## config.mk

```make
export PLATFORM = sky130hd
export DESIGN_NAME = pinio_edge_ctrl
export DESIGN_NICKNAME = d
export VERILOG_FILES = /design/src/rtl/pinio_pkg.sv /design/src/rtl/pinio_sync.sv /design/src/rtl/pinio_edge_det.sv /design/src/rtl/pinio_regs.sv /design/src/rtl/pinio_irq_split.sv /design/src/rtl/pinio_edge_ctrl.sv
export SDC_FILE = /design/constraint.sdc
export NUM_CORES = 1
export LEC_CHECK = 0
export BUFFER_PORTS_ARGS = -buffer_cell sky130_fd_sc_hd__buf_2
export CORE_MARGIN = 4
export CORE_UTILIZATION = 25
export CTS_CLUSTER_DIAMETER = 30
export CTS_CLUSTER_SIZE = 20
export DETAILED_ROUTE_END_ITERATION = 10
export PLACE_DENSITY = 0.44
export RECOVER_POWER = 100
export SLEW_MARGIN = 20
export SYNTH_ARGS = -nofsm -noshare
export SYNTH_HDL_FRONTEND = slang
export SYNTH_SLANG_ARGS = --single-unit
```

## constraint.sdc

```tcl
create_clock -name clk -period 3.11 [get_ports clk]
set_input_delay 0.311 -clock clk [delete_from_list [all_inputs] [get_ports clk]]
set_output_delay 0.311 -clock clk [all_outputs]
set_load 0.05 [all_outputs]
```

## src/rtl/pinio_pkg.sv

```systemverilog
// Shared definitions for the pin I/O controller.
// Assumes 32-bit word registers, selected by byte address bits [4:2].
package pinio_pkg;

    // Register selector taken from byte address bits [4:2]
    typedef enum logic [2:0] {
        IDX_LEVEL = 3'd0,
        IDX_DIR   = 3'd1,
        IDX_SET   = 3'd2,
        IDX_CLR   = 3'd3,
        IDX_RISE  = 3'd4,
        IDX_FALL  = 3'd5,
        IDX_STAT  = 3'd6,
        IDX_ALT   = 3'd7
    } reg_idx_e;

    localparam int unsigned IDX_LSB = 2;
    localparam int unsigned IDX_W   = 3;

endpackage

```

## src/rtl/pinio_sync.sv

```systemverilog
// Multi-stage synchroniser, one chain per pin.
// Assumes every pin_in bit is asynchronous and can be sampled on its own;
// no bus-coherence between pins is promised.
module pinio_sync #(
    parameter int unsigned W      = 28,
    parameter int unsigned STAGES = 2
) (
    input  logic         clk,
    input  logic         rst_n,
    input  logic [W-1:0] async_in,
    output logic [W-1:0] sync_out
);

    logic [W-1:0] stg [STAGES];

    generate
        for (genvar s = 0; s < STAGES; s++) begin : g_stage
            if (s == 0) begin : g_first
                // First capture flop of the chain
                always_ff @(posedge clk) begin
                    if (!rst_n) stg[0] <= '0;
                    else        stg[0] <= async_in;
                end
            end else begin : g_next
                // Later stages settle any metastability
                always_ff @(posedge clk) begin
                    if (!rst_n) stg[s] <= '0;
                    else        stg[s] <= stg[s-1];
                end
            end
        end
    endgenerate

    assign sync_out = stg[STAGES-1];

endmodule

```

## src/rtl/pinio_edge_det.sv

```systemverilog
// Edge detector and sticky event register.
// Assumes level is already synchronous. An edge is the difference between
// this cycle's level and last cycle's. If a set and a clear of one bit land
// in the same cycle, the set wins.
module pinio_edge_det #(
    parameter int unsigned W = 28
) (
    input  logic         clk,
    input  logic         rst_n,
    input  logic [W-1:0] level,
    input  logic [W-1:0] rise_en,
    input  logic [W-1:0] fall_en,
    input  logic [W-1:0] clr_mask,
    output logic [W-1:0] edge_hit,
    output logic [W-1:0] status
);

    logic [W-1:0] prev;

    // Remember the previous synchronised level
    always_ff @(posedge clk) begin
        if (!rst_n) prev <= '0;
        else        prev <= level;
    end

    // Keep only the transitions that are enabled
    always_comb begin
        edge_hit = (level & ~prev & rise_en) | (~level & prev & fall_en);
    end

    // Sticky status: clear by mask, then OR in new edges (new edges win)
    always_ff @(posedge clk) begin
        if (!rst_n) status <= '0;
        else        status <= (status & ~clr_mask) | edge_hit;
    end

endmodule

```

## src/rtl/pinio_regs.sv

```systemverilog
// Register file and read mux for the pin controller.
// Assumes at most one write per cycle. Reads are combinational from bus_idx.
// The set and clear strobes act on the output latch and read back as zero.
module pinio_regs
    import pinio_pkg::*;
#(
    parameter int unsigned W      = 28,
    parameter int unsigned DATA_W = 32
) (
    input  logic              clk,
    input  logic              rst_n,
    input  logic [IDX_W-1:0]  bus_idx,
    input  logic              bus_we,
    input  logic [W-1:0]      wr_bits,
    input  logic [W-1:0]      level,
    input  logic [W-1:0]      status,
    output logic [DATA_W-1:0] rdata,
    output logic [W-1:0]      dir_q,
    output logic [W-1:0]      out_q,
    output logic [W-1:0]      rise_q,
    output logic [W-1:0]      fall_q,
    output logic [W-1:0]      alt_q,
    output logic [W-1:0]      clr_mask
);

    localparam int unsigned PAD_W = DATA_W - W;

    reg_idx_e     idx;
    logic [W-1:0] rd_bits;

    assign idx = reg_idx_e'(bus_idx);

    // Plain read/write configuration registers
    always_ff @(posedge clk) begin
        if (!rst_n) begin
            dir_q  <= '0;
            rise_q <= '0;
            fall_q <= '0;
            alt_q  <= '0;
        end else if (bus_we) begin
            case (idx)
                IDX_DIR:  dir_q  <= wr_bits;
                IDX_RISE: rise_q <= wr_bits;
                IDX_FALL: fall_q <= wr_bits;
                IDX_ALT:  alt_q  <= wr_bits;
                default:  ;
            endcase
        end
    end

    // Output latch driven only by the set and clear strobes
    always_ff @(posedge clk) begin
        if (!rst_n) out_q <= '0;
        else if (bus_we && idx == IDX_SET) out_q <= out_q | wr_bits;
        else if (bus_we && idx == IDX_CLR) out_q <= out_q & ~wr_bits;
    end

    // Write-one-to-clear mask handed to the event register
    always_comb begin
        clr_mask = (bus_we && idx == IDX_STAT) ? wr_bits : '0;
    end

    // Read mux; strobe registers return zero
    always_comb begin
        case (idx)
            IDX_LEVEL: rd_bits = level;
            IDX_DIR:   rd_bits = dir_q;
            IDX_RISE:  rd_bits = rise_q;
            IDX_FALL:  rd_bits = fall_q;
            IDX_STAT:  rd_bits = status;
            IDX_ALT:   rd_bits = alt_q;
            default:   rd_bits = '0;
        endcase
        rdata = {{PAD_W{1'b0}}, rd_bits};
    end

endmodule

```

## src/rtl/pinio_irq_split.sv

```systemverilog
// Interrupt fan-out: the low pins get their own lines, the rest share one.
// Assumes 0 < NDED < W.
module pinio_irq_split #(
    parameter int unsigned W    = 28,
    parameter int unsigned NDED = 11
) (
    input  logic [W-1:0]    status,
    output logic [NDED-1:0] irq_ded,
    output logic            irq_grp
);

    generate
        for (genvar i = 0; i < NDED; i++) begin : g_ded
            // One dedicated line per low pin
            assign irq_ded[i] = status[i];
        end
    endgenerate

    // OR of every pin above the dedicated range
    assign irq_grp = |status[W-1:NDED];

endmodule

```

## src/rtl/pinio_edge_ctrl.sv

```systemverilog
// Top of the pin I/O controller: synchroniser, register file,
// edge detector and interrupt split.
// Assumes a single-cycle register bus with no wait states, and a
// synchronous active-low reset.
module pinio_edge_ctrl
    import pinio_pkg::*;
#(
    parameter int unsigned NPINS   = 28,
    parameter int unsigned NDED    = 11,
    parameter int unsigned SYNC_ST = 2,
    parameter int unsigned ADDR_W  = 5,
    parameter int unsigned DATA_W  = 32
) (
    input  logic              clk,
    input  logic              rst_n,
    input  logic [ADDR_W-1:0] bus_addr,
    input  logic              bus_we,
    input  logic [DATA_W-1:0] bus_wdata,
    output logic [DATA_W-1:0] bus_rdata,
    input  logic [NPINS-1:0]  pin_in,
    output logic [NPINS-1:0]  pin_out,
    output logic [NPINS-1:0]  pin_dir,
    output logic [NPINS-1:0]  alt_sel,
    output logic [NDED-1:0]   irq_pin,
    output logic              irq_shared
);

    logic [NPINS-1:0] level, rise_q, fall_q, clr_mask, edge_hit, edge_stat;
    logic             unused_bits;

    // Byte-lane bits and data bits above the pins are not decoded
    assign unused_bits = ^{bus_wdata[DATA_W-1:NPINS], bus_addr[IDX_LSB-1:0]};

    pinio_sync #(.W(NPINS), .STAGES(SYNC_ST)) u_sync (
        .clk      (clk),
        .rst_n    (rst_n),
        .async_in (pin_in),
        .sync_out (level)
    );

    pinio_regs #(.W(NPINS), .DATA_W(DATA_W)) u_regs (
        .clk      (clk),
        .rst_n    (rst_n),
        .bus_idx  (bus_addr[IDX_LSB+IDX_W-1:IDX_LSB]),
        .bus_we   (bus_we),
        .wr_bits  (bus_wdata[NPINS-1:0]),
        .level    (level),
        .status   (edge_stat),
        .rdata    (bus_rdata),
        .dir_q    (pin_dir),
        .out_q    (pin_out),
        .rise_q   (rise_q),
        .fall_q   (fall_q),
        .alt_q    (alt_sel),
        .clr_mask (clr_mask)
    );

    pinio_edge_det #(.W(NPINS)) u_edge (
        .clk      (clk),
        .rst_n    (rst_n),
        .level    (level),
        .rise_en  (rise_q),
        .fall_en  (fall_q),
        .clr_mask (clr_mask),
        .edge_hit (edge_hit),
        .status   (edge_stat)
    );

    pinio_irq_split #(.W(NPINS), .NDED(NDED)) u_irq (
        .status  (edge_stat),
        .irq_ded (irq_pin),
        .irq_grp (irq_shared)
    );

endmodule

```

==> results by group, run 1 <==
Logic synthesis
  • Yosys reg bits: 252
  • Register area share after synthesis: 46.4%
  • Synth area leaders: dfxtp_1 (46%), nand2_1 (11%), mux2i_1 (6.4%)
  • Syn Area/Cell: 9.29 um^2
  • Post-synth top area share: 46.4%
  • Async set or reset register ratio after synthesis: 0%
  • Ys flop type: dfxtp_1
  • Post-Synthesis Cells: about 1200
  • Ys Warns: 0
  • Synthesized area: 10900 um^2
  • Commonest cells in the netlist: nand2_1 (320), dfxtp_1 (252), and2_1 (84), mux2i_1 (70)
  • Cell with the most instances after synthesis: nand2_1
  • Number of synthesized flops with an enable pin: 0
  • Largest area contributor in the netlist: dfxtp_1
  • Distinct cell type count after synthesis: 51

CTS
  • PostCTS Resize Cnt: 0
  • Maximum buffer depth of the clock tree: 3
  • # Post-CTS Setup Buffers: 0
  • Clk sinks: 252
  • CTS buffer count: 74
  • Clk_lat worst skew: 0.55 ns
  • CTS tree: yes
  • Root Driver: clkbuf_16
  • Clock slew seen by the registers of the worst setup and hold paths: approximately 0.040 ns
  • H-tree depth: 3

Global route
  • GRT overflow: 0
  • Vias in the first global route: 9370
  • Initial antenna violation count: 1
  • Largest net degree at the start of global routing: ~130
  • First-pass GRT wire length: 57.0 mm
  • Overall global routing resource usage: 15.9%

Detailed routing
  • Top Layer Used: met4
  • M1 WL: 17.3 mm
  • Drt wl/cell: 18.5 um
  • Post-DRT Antenna Nets: 0
  • Detailed-router iteration count before antenna repair: 4
  • Iter 0 DRT Violations: 383
  • Post-Route WL: 37.7 mm
  • Via density: roughly 4.5
  • Via count: 9045
  • Detailed-route DRC error count: 0
  • Routed wl met3: 2.03 mm
  • Met2 Wirelength: 17.4 mm

STA
  • Setup_tns: 0 ns
  • Worst-margin pin slew: around 2.4 ns
  • Minimum clock period: 2.87 ns
  • Final Hold Slack: ~0.048 ns
  • Final setup viols: 0
  • Final Max Slew Viols: 158
  • Unrepaired setup endpoints after global routing: no
  • Highest Clock Rate: 0.349 GHz
  • Setup Skew: 0.0153 ns
  • Final-report hold violation count: 0
  • Slew headroom: -59.3%
  • Fin crit share: 92.3%

Critical path
  • CP endpoint kind: primary output
  • Critical Path Max Stage Delay: 0.65 ns
  • Crit Path Category: primary input to primary output
  • Arr. time, crit path: between 2 and 3 ns
  • Critical Path Source Type: primary input
  • Crit path buffers/inverters: 2
  • Crit-path slowest cell: nor2_2
  • CP Cell Sequence: clkbuf_2, nor2_2, a22oi_1, o21ai_0, clkbuf_1
  • CP max FO: 27
  • Data required, critical path: around 2.8 ns
  • CP top delay family: buffers and inverters

Outcome
  • Outcome: finished with violations
  • Failing checks: capacitance limit, slew limit

Final layout
  • Design area: 14600 um^2
  • Share of cells above drive strength 1: roughly 18%
  • Final net count: 1458
  • Area Growth Syn to Fin: 34.3%

Floorplan
  • Row cnt: 76
  • Die X: around 220 um
  • Die ar.: about 47000 um^2
  • Core area: 43100 um^2
  • Io pins: roughly 200
  • DIE HEIGHT: around 220 um
  • Initial Util: between 20% and 30%

Power
  • Leakage: 5.60 nW
  • PD cells: 784 nW/um^2
  • Peak supply drop: 0.449 mV

Placed design
  • DP Wirelength: 24.2 mm
  • Port bufs: 185
  • Area post-placement: 12100 um^2
  • Placer congestion estimate: between 0.7 and 0.8

Flow run
  • Max cap viols: 2

Worst hold path
  • Min-Delay Path Class: primary input to register
==> cell families after synthesis <==
| kind of cell | after synthesis | synth area share, % |
|---|---|---|
| AND/OR/NAND/NOR | 475 | 20.8 |
| flip-flops | 252 | 46.4 |
| AO/OA/AOI/OAI | 248 | 17.2 |
| buffers and inverters | 100 | 6.46 |
| multiplexers | 96 | 9.16 |
| other | 1 | 0.0345 |
==> power breakdown <==
part / switching [mW] / internal (mW)
combinational: 0.446 / 0.200
clock: 2.07 / 5.36
sequential: 0.0530 / 3.33
==> per-stage QoR <==
stage,util [%],std cells,worst slack (ns),power [mW]
6_report,33.9,2031,0.241,11.5
5_1_grt,33.9,2031,0.123,11.9
4_1_cts,34.6,2030,0.238,11.7
3_5_place_dp,28.2,1874,0.531,4.09
3_3_place_gp,28.2,1874,0.543,4.09
2_1_floorplan,-,1175,0.704,3.86
==> placed cells by master, fill, tap and decap left out, types with 2 or more instances in the layout <==
cell	instances
a221o_1	6
a2bb2oi_1	2
o21a_1	28
o21ai_0	42
a22oi_1	6
nor4_1	3
nor2_1	8
conb_1	4
or3_1	4
nand3b_1	28
nand2_2	3
and2_1	52
a21boi_2	6
clkbuf_16	76
nand2_1	320
mux2i_1	70
buf_4	19
nand3_1	6
nand4bb_2	2
mux2_2	25
clkbuf_8	13
a32oi_1	9
buf_2	64
clkinv_2	16
clkbuf_2	9
dlygate4sd3_1	25
and4b_1	2
a21boi_1	5
clkinvlp_4	2
dfxtp_1	252
and2_0	34
o221ai_1	12
bufinv_16	8
clkbuf_1	133
a21boi_0	129
==> repair_timing <==
action,in CTS,in global routing
hold endpoints to repair,25,0
hold buffers,25,0
endpoints found under the setup margin,0,0
==> layer usage <==
layer,global-route usage [%],vias to the layer above
met5,0,-
met4,6.21,0
met3,3.87,59
met2,25.3,236
met1,20.8,4324
li1,-,4426
==> path summary, 6_finish.rpt <==
kind	from	to	slack (ns)	cells after the start
setup / recovery	bus_addr[2]	bus_rdata[22]	0.24	5
hold / removal	pin_in[14]	u_sync.stg[0][14]	0.05	2
setup reg to reg	u_sync.stg[1][6]	u_edge.status[6]	2.23	3
hold reg to reg	u_sync.stg[0][27]	u_sync.stg[1][27]	0.42	1
==> area by class of cell <==
| class | instances | area [um^2] |
|---|---|---|
| Tap cell | 585 | 732 |
| Timing Repair Buffer | 238 | 1240 |
| Sequential cell | 252 | 5040 |
| Clock buffer | 103 | 2130 |
| Inverter | 1 | 3.75 |
| Fill cell | 4500 | 28500 |
| Antenna cell | 1 | 2.50 |
| Clock inverter | 28 | 360 |
| Multi-Input combinational cell | 823 | 5110 |
Note: power is estimated with default switching activity, not from simulation.
==> inputs of run 2 (changes only) <==
- REMOVE_ABC_BUFFERS: unset -> 1
==> run 2 against run 1 <==
Compared with the run above:
- first-iteration DRC count up 6.3%
- cell count up 0.34%
- global-route usage down 0.41 points
- register-to-register slack about the same
- critical path depth unchanged
- the run still ends with capacitance limit, slew limit left
- power up 4.0%
==> results by group, run 2 (same netlist as run 1, synthesis figures left out) <==
Outcome
  • Outcome: finished with violations
  • Failing checks: capacitance limit, slew limit

Flow run
  • Max cap viols: 5 (+3)

STA
  • Slew headroom: -63.3% (-3.9 points)
  • Setup Skew: 0.0119 ns (-0.00339 ns)
  • Fin crit share: 90.3% (-2.0 points)
  • Post-route setup slack: 0.302 ns (+0.0613 ns)
  • Worst-margin pin slew: 2.45 ns (+0.0590 ns)
  • Final setup viols: 0 (unchanged)
  • Setup_tns: 0 ns (unchanged)
  • Final-report hold violation count: 0 (unchanged)
  • Unrepaired setup endpoints after global routing: no
  • Highest Clock Rate: 0.356 GHz (+2.2%)
  • Minimum clock period: 2.81 ns (-0.0613 ns)
  • Final Max Slew Viols: 291 (+84%)

Power
  • Clock share of power: 66.3% (+1.5 points)
  • Int Power: 9.23 mW (+3.8%)
  • PD cells: 810 nW/um^2 (+3.3%)
  • Peak supply drop: 0.302 mV (-33%)
  • Reg power frac: 28.4% (-1.1 points)
  • Switching share of power: 22.5% (+0.14 points)
  • Leakage: 5.62 nW (+0.31%)
  • Net Switching: 2.69 mW (+4.6%)
  • Final total power: 11.9 mW (+4.0%)
  • Comb power frac: 5.3% (-0.3 points)

Detailed routing
  • Drt wl/cell: 18.1 um (-2.2%)
  • Via count: 8963 (-0.91%)
  • Post-DRT Antenna Nets: 0 (unchanged)
  • Post-Route WL: 37.0 mm (-1.8%)
  • Detailed-router iteration count before antenna repair: 5 (+1)
  • Iter 0 DRT Violations: 407 (+6.3%)
  • Via density: 4.40 (-1.2%)
  • Detailed-route DRC error count: 0 (unchanged)

Final layout
  • Share of cells above drive strength 1: 17.0% (-0.72 points)
  • Final Instance Count excl. Fillers: 2038 (+0.34%)
  • Core Util, Final: 34.2% (+0.22 points)
  • Commonest cells after routing, fill and taps aside: nand2_1 (320), dfxtp_1 (252), clkbuf_1 (140), a21boi_0 (137), clkbuf_16 (81)
  • Final net count: 1456 (-0.14%)
  • Fill cells: 4513 (+0.29%)
  • Commonest non-fill, non-tap cell in the layout: nand2_1
  • Antenna Cells: 0 (-1)
  • Area Growth Syn to Fin: 35.2%

Floorplan
  • DIE HEIGHT: 217 um (unchanged)
  • Core area: 43100 um^2 (unchanged)
  • Die X: 217 um (unchanged)
  • Die ar.: 46900 um^2 (unchanged)
  • Initial Util: 25.3% (unchanged)
  • Io pins: 196 (unchanged)
  • Row cnt: 76 (unchanged)

Worst hold path
  • Min-Delay Path Class: primary input to register

CTS
  • CTS tree: yes
  • Post-CTS Hold Buffers: 27 (+8.0%)
  • Clk_lat worst skew: 0.56 ns (about the same)
  • CTS buffer count: 79 (+6.8%)
  • Clock slew seen by the registers of the worst setup and hold paths: 0.04 ns (about the same)
  • PostCTS Resize Cnt: 0 (unchanged)
  • Clk sinks: 252 (unchanged)
  • H-tree depth: 3 (unchanged)
  • Root Driver: clkbuf_16
  • # Post-CTS Setup Buffers: 0 (unchanged)
  • Maximum buffer depth of the clock tree: 3 (unchanged)

Critical path
  • Data required, critical path: 3.59 ns (+0.79 ns)
  • Critical Path Source Type: primary input
  • Arr. time, crit path: 3.29 ns (+0.73 ns)
  • Crit Path Category: primary input to register
  • CP endpoint kind: register
  • CP max FO: 22 (-19%)

Placed design
  • Placer congestion estimate: 0.743 (+0.24%)
  • DP Wirelength: 22.8 mm (-5.9%)
  • Inst Count DP: 1865 (-0.48%)
  • Worst slack at placement: 0.475 ns (-0.0560 ns)
  • Port bufs: 185 (unchanged)

Global route
  • Overall global routing resource usage: 15.5% (-0.41 points)
  • First-pass GRT wire length: 55.6 mm (-2.4%)
  • Initial antenna violation count: 0 (-1)
  • GRT overflow: 0 (unchanged)
  • Largest net degree at the start of global routing: 134 (+3.9%)
  • Vias in the first global route: 9123 (-2.6%)
## run 2: changes by cell type in the layout (fill, tap and decap cells not counted), sizes merged
| cell | change |
|---|---|
| clkinvlp | +3 |
| buf | -8 |
| clkinv | -1 |
| dlygate4sd3 | +2 |
| diode | -1 |
| clkbuf | +9 |
| inv | +3 |
## run 2: routing by layer
| layer | wire length [um] | global-route usage, % |
|---|---|---|
| met3 | 2080 | 4.22 |
| met2 | 16700 | 24.6 |
| met4 | 670 | 4.95 |
| met1 | 17600 | 20.5 |
| met5 | 0 | 0 |
## run 2: cell type report
class / count / area [um^2] / share of cell area [%]
clock buffers: 113 / 2290 / 15.5
clock inverters: 33 / 393 / 2.67
inverters: 1 / 3.75 / 0.0255
multi-input cells: 823 / 5060 / 34.4
flip-flops and latches: 252 / 5040 / 34.3
well taps: 585 / 732 / 4.97
repair buffers: 231 / 1190 / 8.12
## run 2: metrics by stage
stage | cell area, um^2 | hold WS [ns]
2_1_floorplan | 10200 | 0.412
3_3_place_gp | 12100 | 0.415
3_5_place_dp | 12100 | 0.417
4_1_cts | 15100 | 0.00136
5_1_grt | 14700 | 0.0376
6_report | 14700 | 0.0547
## run 2: critical path, cell delays in order
cell and delay [ns]:
buf_2 0.28, nor4bb_1 1.49, clkbuf_2 0.87, nand2_1 0.12, a21boi_0 0.19
## run 2: worst paths after layout
kind,from,cells past startpoint,slack [ns],endpoint
worst min register to register,u_sync.stg[0][15],1,0.42,u_sync.stg[1][15]
worst min-delay path,bus_wdata[1],3,0.05,u_regs.fall_q[1]
worst max-delay path,bus_addr[3],5,0.30,u_regs.dir_q[20]
worst max register to register,u_sync.stg[1][7],3,2.23,u_edge.status[7]
## run 2: power by group through the flow
stage               Clock, mW  Sequential [mW]  Combinational (mW)
global placement            0             3.43               0.644
finish                   7.90             3.38               0.632
CTS                      8.09             3.38               0.676
global route             8.30             3.39               0.687
detailed placement          0             3.43               0.648
floorplan                   0             3.50               0.243
==> inputs of run 3 (changes only) <==
- CORE_MARGIN: 4 -> unset
==> run 3 against run 2 <==
Compared with the run above:
- the flow still finishes with violations (capacitance limit, slew limit)
- critical path depth is 1 lower
- non-clock buffer count grew 11
- combinational power up 0.9%
- cell area grew 0.96%
- via count up 0.90%
- cell count is 0.25% higher
- clock skew rose by 0.013 ns
- core utilization increased by 0.40 points
- clock power grew 2%
==> results by group, run 3 (same netlist as run 1, synthesis figures left out) <==
Floorplan
  • Die X: 211 um (-2.8%)
  • DIE HEIGHT: 211 um (-2.8%)
  • Core area: 43000 um^2 (-0.22%)
  • Row cnt: 76 (unchanged)
  • Io pins: 196 (unchanged)
  • Die ar.: 44400 um^2 (-5.5%)
  • Initial Util: 25.3% (+0.056 points)

Critical path
  • CP max FO: 20 (-9.1%)
  • Crit Path Category: primary input to primary output
  • Arr. time, crit path: 2.51 ns (-0.78 ns)
  • Critical Path Max Stage Delay: 0.80 ns (-0.69 ns)
  • Data required, critical path: 2.80 ns (-0.79 ns)
  • Reg2Reg Depth: 3 (unchanged)
  • R2r startpoint: u_sync.stg[1][0]
  • Crit path buffers/inverters: 2 (unchanged)
  • CP endpoint kind: primary output
  • CP top delay family: buffers and inverters
  • CP Cell Sequence: buf_2, nand2_1, o221ai_1, buf_1
  • Reg-to-Reg End: u_edge.status[0]
  • Critical Path Source Type: primary input
  • R2R setup slack: 2.24 ns (about the same)
  • Crit-path slowest cell: nand2_1

Placed design
  • Port bufs: 185 (unchanged)
  • Placer congestion estimate: 0.747 (+0.66%)
  • DP Wirelength: 22.5 mm (-1.2%)
  • Area post-placement: 12100 um^2 (+0.12%)

Worst hold path
  • Hold Path End: u_regs.dir_q[10]
  • Min-Delay Path Class: primary input to register
  • Hold depth: 3 (unchanged)
  • Hold path startpoint: bus_wdata[10]

Power
  • Clock share of power: 66.7% (+0.4 points)
  • Final total power: 12.1 mW (+1.4%)
  • Switching share of power: 22.2% (-0.33 points)
  • Net Switching: 2.68 mW (about the same)
  • PD cells: 813 nW/um^2 (+0.44%)
  • Int Power: 9.40 mW (+1.8%)
  • Reg power frac: 28.0% (-0.4 points)
  • Peak supply drop: 0.400 mV (+32%)
  • Comb power frac: 5.3% (about the same)
  • Leakage: 5.71 nW (+1.6%)

CTS
  • Maximum buffer depth of the clock tree: 3 (unchanged)
  • Clock slew seen by the registers of the worst setup and hold paths: 0.04 ns (about the same)
  • Root Driver: clkbuf_16
  • H-tree depth: 3 (unchanged)
  • Clk sinks: 252 (unchanged)
  • Clk_lat worst skew: 0.58 ns (+0.02 ns)
  • CTS tree: yes
  • CTS buffer count: 77 (-2.5%)
  • PostCTS Resize Cnt: 0 (unchanged)

Final layout
  • Commonest non-fill, non-tap cell in the layout: nand2_1
  • Multi-input gate area: 5050 um^2 (about the same)
  • Antenna Cells: 0 (unchanged)
  • Area Growth Syn to Fin: 36.5%
  • Register area: 5040 um^2 (unchanged)
  • Share of cells above drive strength 1: 17.9% (+0.90 points)
  • Fill cells: 4520 (+0.16%)
  • Core Util, Final: 34.6% (+0.40 points)
  • Final net count: 1465 (+0.62%)
  • Commonest cells after routing, fill and taps aside: nand2_1 (321), dfxtp_1 (252), a21boi_0 (132), clkbuf_1 (128), clkbuf_16 (79)
  • Design area: 14900 um^2 (+0.96%)

STA
  • Fin crit share: 90.8% (+0.50 points)
  • Final Max Slew Viols: 251 (-14%)
  • Minimum clock period: 2.82 ns (+0.0155 ns)
  • Final setup viols: 0 (unchanged)
  • Final Hold Slack: 0.0429 ns (-0.0119 ns)
  • Final-report hold violation count: 0 (unchanged)
  • Slew headroom: -57.2% (+6.1 points)
  • Setup_tns: 0 ns (unchanged)
  • Setup Skew: 0.0244 ns (+0.0125 ns)
  • Unrepaired setup endpoints after global routing: no
  • Highest Clock Rate: 0.354 GHz (-0.55%)
  • Worst-margin pin slew: 2.36 ns (-0.0913 ns)

Global route
  • GR peak layer: met2
  • Vias in the first global route: 9104 (-0.21%)
  • Initial antenna violation count: 1 (+1)
  • Largest net degree at the start of global routing: 132 (-1.5%)
  • GRT overflow: 0 (unchanged)
  • Met3 usage: 4.27% (+0.047 points)
  • Met2 Usage GRT: 25.5% (+0.94 points)
  • Overall global routing resource usage: 16.4% (+0.91 points)
  • Global Route met1 Usage: 21.8% (+1.3 points)
  • First-pass GRT wire length: 54.6 mm (-1.8%)

Detailed routing
  • Post-DRT Antenna Nets: 0 (unchanged)
  • Iter 0 DRT Violations: 435 (+6.9%)
  • Detailed-router iteration count before antenna repair: 4 (-1)
  • Via density: 4.43 (+0.66%)
  • Post-Route WL: 36.1 mm (-2.4%)
  • Via count: 9044 (+0.90%)
  • Detailed-route DRC error count: 0 (unchanged)
  • Drt wl/cell: 17.7 um (-2.7%)

Flow run
  • Max cap viols: 3 (-2)

Outcome
  • Outcome: finished with violations
  • Failing checks: capacitance limit, slew limit
-- run 3: cell count changes in the layout (fill, tap and decap cells not counted), moves of 3 or more --
cell | previous run | this run
clkbuf_2 | 5 | 14
clkbuf_1 | 140 | 128
dlygate4sd3_1 | 27 | 33
bufinv_16 | 8 | 12
a21boi_0 | 137 | 132
a21boi_2 | 0 | 3
-- run 3: worst reg2reg max path: stages, from the launching register on --
cell,delay [ns]
dfxtp_1,0.36
nand3b_1,0.11
o21ai_0,0.09
o21a_1,0.19
-- run 3: worst max-delay path by stage --
stage / from / endpoint / slack (ns) / cells past startpoint
3_3_place_gp: bus_addr[4] / bus_rdata[15] / 0.70 / 4
6_report: bus_addr[3] / bus_rdata[19] / 0.29 / 4
2_1_floorplan: u_regs.dir_q[11] / bus_rdata[11] / 0.78 / 3
5_1_grt: bus_addr[3] / bus_rdata[19] / 0.13 / 4
4_1_cts: u_edge.status[26] / irq_shared / 0.26 / 4
3_5_place_dp: bus_addr[4] / bus_rdata[21] / 0.68 / 4
-- run 3: layer usage --
metal	up-vias	share of wire (%)
li1	4441	-
met2	236	45
met3	68	5.0
met4	0	2.3
met1	4299	48
met5	-	0
-- run 3: power groups by stage --
| stage | combinational (mW) | sequential, mW | clock (mW) |
|---|---|---|---|
| 2_1_floorplan | 0.243 | 3.50 | 0 |
| 3_3_place_gp | 0.640 | 3.43 | 0 |
| 3_5_place_dp | 0.645 | 3.44 | 0 |
| 4_1_cts | 0.678 | 3.38 | 8.22 |
| 5_1_grt | 0.692 | 3.39 | 8.41 |
| 6_report | 0.638 | 3.38 | 8.06 |
-- run 3: cell type report --
cell class | instances | area share [%]
multi-input combinational | 823 | 34.0
sequential | 252 | 34.0
clock buffer | 104 | 14.7
timing repair buffer | 242 | 8.86
tap | 585 | 4.93
clock inverter | 36 | 3.46
inverter | 1 | 0.0253
-- run 3: repair_timing --
item / in CTS / in global routing
hold buffers: 33 / 0
buffers inserted: 0 / 0
endpoints found under the hold margin: 40 / 0
-- run 3: metrics by stage --
stage / setup WS, ns / std cells
final: 0.286 / 2043
after global routing: 0.130 / 2043
after CTS: 0.263 / 2043
after detailed placement: 0.678 / 1870
after global placement: 0.699 / 1870
after floorplan: 0.781 / 1076
